$ cat config.mk
export PLATFORM = sky130hd
export DESIGN_NAME = subword_unit
export DESIGN_NICKNAME = d
export VERILOG_FILES = /design/src/rtl/subword_unit.sv
export SDC_FILE = /design/constraint.sdc
export NUM_CORES = 1
export LEC_CHECK = 0
export BUFFER_PORTS_ARGS = -buffer_cell sky130_fd_sc_hd__buf_2
export CORE_ASPECT_RATIO = 1.1
export CORE_MARGIN = 2
export CORE_UTILIZATION = 54
export DETAILED_ROUTE_END_ITERATION = 7
export MAX_ROUTING_LAYER = met4
export PLACE_DENSITY = 0.86
export SYNTH_ARGS = -nofsm -noshare
export SYNTH_HDL_FRONTEND = slang
export SYNTH_SLANG_ARGS = --single-unit
$ cat constraint.sdc
create_clock -name vclk -period 2.95
set_clock_uncertainty 0.2 [all_clocks]
set_input_delay 0.1475 -clock vclk [all_inputs]
set_output_delay 0.1475 -clock vclk [all_outputs]
set_load 0.005 [all_outputs]
$ cat src/rtl/subword_unit.sv
module subword_unit #(
  parameter int XLEN = 32
) (
  input  logic [3:0]      op_sel,
  input  logic [2:0]      fld_idx,
  input  logic [XLEN-1:0] dst_val,
  input  logic [XLEN-1:0] src_val,
  output logic [XLEN-1:0] res_val,
  output logic            bad_op
);
  localparam int NWID = 3;

  logic [XLEN-1:0] get_r [NWID];
  logic [XLEN-1:0] set_r [NWID];
  logic [XLEN-1:0] rol_r [NWID];

  for (genvar g = 0; g < NWID; g++) begin : g_wid
    localparam int FW = 4 << g;
    localparam int IW = 3 - g;
    localparam logic [XLEN-1:0] LOMASK = (XLEN)'((64'd1 << FW) - 64'd1);
    logic [IW-1:0]   k;
    logic [5:0]      sh;
    logic [XLEN-1:0] fmask;
    logic [XLEN-1:0] lo_src;
    assign k      = fld_idx[IW-1:0];
    assign sh     = 6'(k) * 6'(FW);
    assign fmask  = LOMASK << sh;
    assign lo_src = src_val & LOMASK;
    assign get_r[g] = (src_val >> sh) & LOMASK;
    assign set_r[g] = (dst_val & ~fmask) | (lo_src << sh);
    assign rol_r[g] = (dst_val << FW) | lo_src;
  end

  always_comb begin
    bad_op  = 1'b0;
    res_val = dst_val;
    case (op_sel)
      4'd0: res_val = get_r[0];
      4'd1: res_val = get_r[1];
      4'd2: res_val = get_r[2];
      4'd3: res_val = set_r[0];
      4'd4: res_val = set_r[1];
      4'd5: res_val = set_r[2];
      4'd6: res_val = rol_r[0];
      4'd7: res_val = rol_r[1];
      4'd8: res_val = rol_r[2];
      default: bad_op = 1'b1;
    endcase
  end
endmodule

==> summary.txt <==
Setup Viol. Count Final - 0
Unrepaired setup endpoints after global routing - false
Critical path type - in2out
Crit start category - input pin
# nets final - 652
Period utilization - 0.889
Max-Cap Viols - 0
Final min period - 2.62 ns
Antenna violations before repair - 0
Internal - 0.271 mW
PwrDens - 164 nW/um^2
Die area - 6930 sq um
CORE AREA - 6120 sq um
Layout Area Growth over Synthesis - 17.3%
Sequential area share after synthesis - 0
Port Buffers - 104
Diode count - 0
Final WL - 16,200 um
Flip-flop and latch count - 0
WHS - 0.423 ns
First-pass GRT wire length - 24,800 um
Mean Syn Cell Area - 6.87 sq um
Number of global-route vias before repair - 4,594
Setup Fix Bufs, Post-CTS - 0
Initial core utilization - 0.555
Row cnt - 30
Netlist cell types - 71
Commonest non-fill, non-tap cells in the layout - buf_2 (104), nand2_1 (67), o21ai_0 (46)
Die height - 87.1 um
Part of the power in registers - 0
Switching Share - 0.585
Clkbuf count - 0
Status - finished clean
HPWL after DPL - 11,900 um
Worst-case vdd ir drop - 0.0871 mV
Setup TNS - 0 ns
Net switching power - 0.382 mW
Post-synthesis cell area - 3390 sq um
Synth Warn # - 0
Routed vias - 5,029
Layout cell share with drive strength beyond 1 - 0.313
Hold-fix buffers, CTS - 0
Final ANT Viol Nets - 0
Final WS setup - 0.327 ns
Non-Filler Instances - 659
Most common cell after layout, fill and taps aside - buf_2
Clock power frac - 0
Core Util, Final - 0.651
WP data required - 2.60 ns
Area leader, netlist - mux4_2
Worst-margin pin slew - 0.753 ns
Place WS - 0.422 ns
Die width - 79.6 um
First drt pass iteration count - 6
Post-DR vias/cell - 7.63
WL/cell - 24.5 um
Register area - 0 sq um
Max Transition Viols Final - 0
Grt ovf - 0
Area contributors post-synth - mux4_2 (11%), nand2_1 (7.4%), o21ai_0 (6.8%)
Io pins - 104
DRC viols - 0
Post-CTS sizing - 0
CP max FO - 34
Cells after Synth - 494
Final hold vios - 0
Share of the synthesized area in the top cell type - 0.106
Data arrival at the endpoint of the critical path - 2.28 ns
Drt initial violations - 785
Comb pwr share - 1.000
Hold/Removal Path Class - in2out
Total Routing Usage GR - 0.471
Post-synth net total - 565
Cells after DPL - 659
Largest net degree at the start of global routing - 36
CP Capture Type - output pin
GP Congestion - 1.09
Leak - 1.67 nW
F_max - 381 MHz
Slew headroom - 0.493
[worst paths after layout]
| path | endpoint | depth (start not counted) | from |
|---|---|---|---|
| worst max-delay path | res_val[29] | 7 | op_sel[1] |
| worst min-delay path | res_val[20] | 3 | dst_val[20] |
[synth_stat cells, drive strengths merged, types with 3 or more instances]
cell	count
a211o	3
a211oi	4
a21boi	3
a21oi	44
a221o	6
a221oi	10
a222oi	4
a22o	5
a22oi	11
a31oi	10
a32o	7
a32oi	9
and2	5
buf	35
clkbuf	17
inv	10
mux2	13
mux2i	20
mux4	16
nand2	67
nand2b	8
nand3	7
nand4	3
nor2	39
nor2b	8
nor3	10
nor3b	3
nor4b	4
o211ai	6
o21a	5
o21ai	50
o221ai	3
o22ai	7
o31ai	4
o41ai	3
or3	4
[routing by layer]
layer,wire [um],part of all wire,GRT usage
met1,5830,0.36,0.615
met2,7010,0.43,0.689
met3,2390,0.15,0.103
met4,938,0.058,0.221
met5,0,0,-
[per-stage QoR]
step	power, mW	area, sq um
2_1_floorplan	0.384	3390
3_3_place_gp	0.617	3980
3_5_place_dp	0.624	3980
4_1_cts	0.626	3980
5_1_grt	0.691	3980
6_report	0.653	3980
[power by group through the flow]
stage                     clock network [mW]  logic, mW  registers, mW
after floorplan                            0      0.384              0
after global placement                     0      0.617              0
after detailed placement                   0      0.624              0
after CTS                                  0      0.626              0
after global routing                       0      0.691              0
final                                      0      0.653              0
[logic make-up after synthesis]
kind of cell	share of synthesized area
and+or+nand+nor	0.268
AOI/OAI and AO/OA	0.423
buffers and inverters	0.101
muxes	0.208
[critical path: stages]
cell       delay (ns)
buf_2            0.55
nand4bb_1        0.18
buf_4            0.24
o21ai_0          0.63
a21oi_1          0.15
o311ai_0         0.17
buf_2            0.20
[final cells by class]
class                           instances  area [sq um]
Timing Repair Buffer                  137           793
Tap cell                               80           100
Fill cell                             591          2140
Multi-Input combinational cell        432          3050
Inverter                               10          37.5
Power figures use the tool's default switching activity.
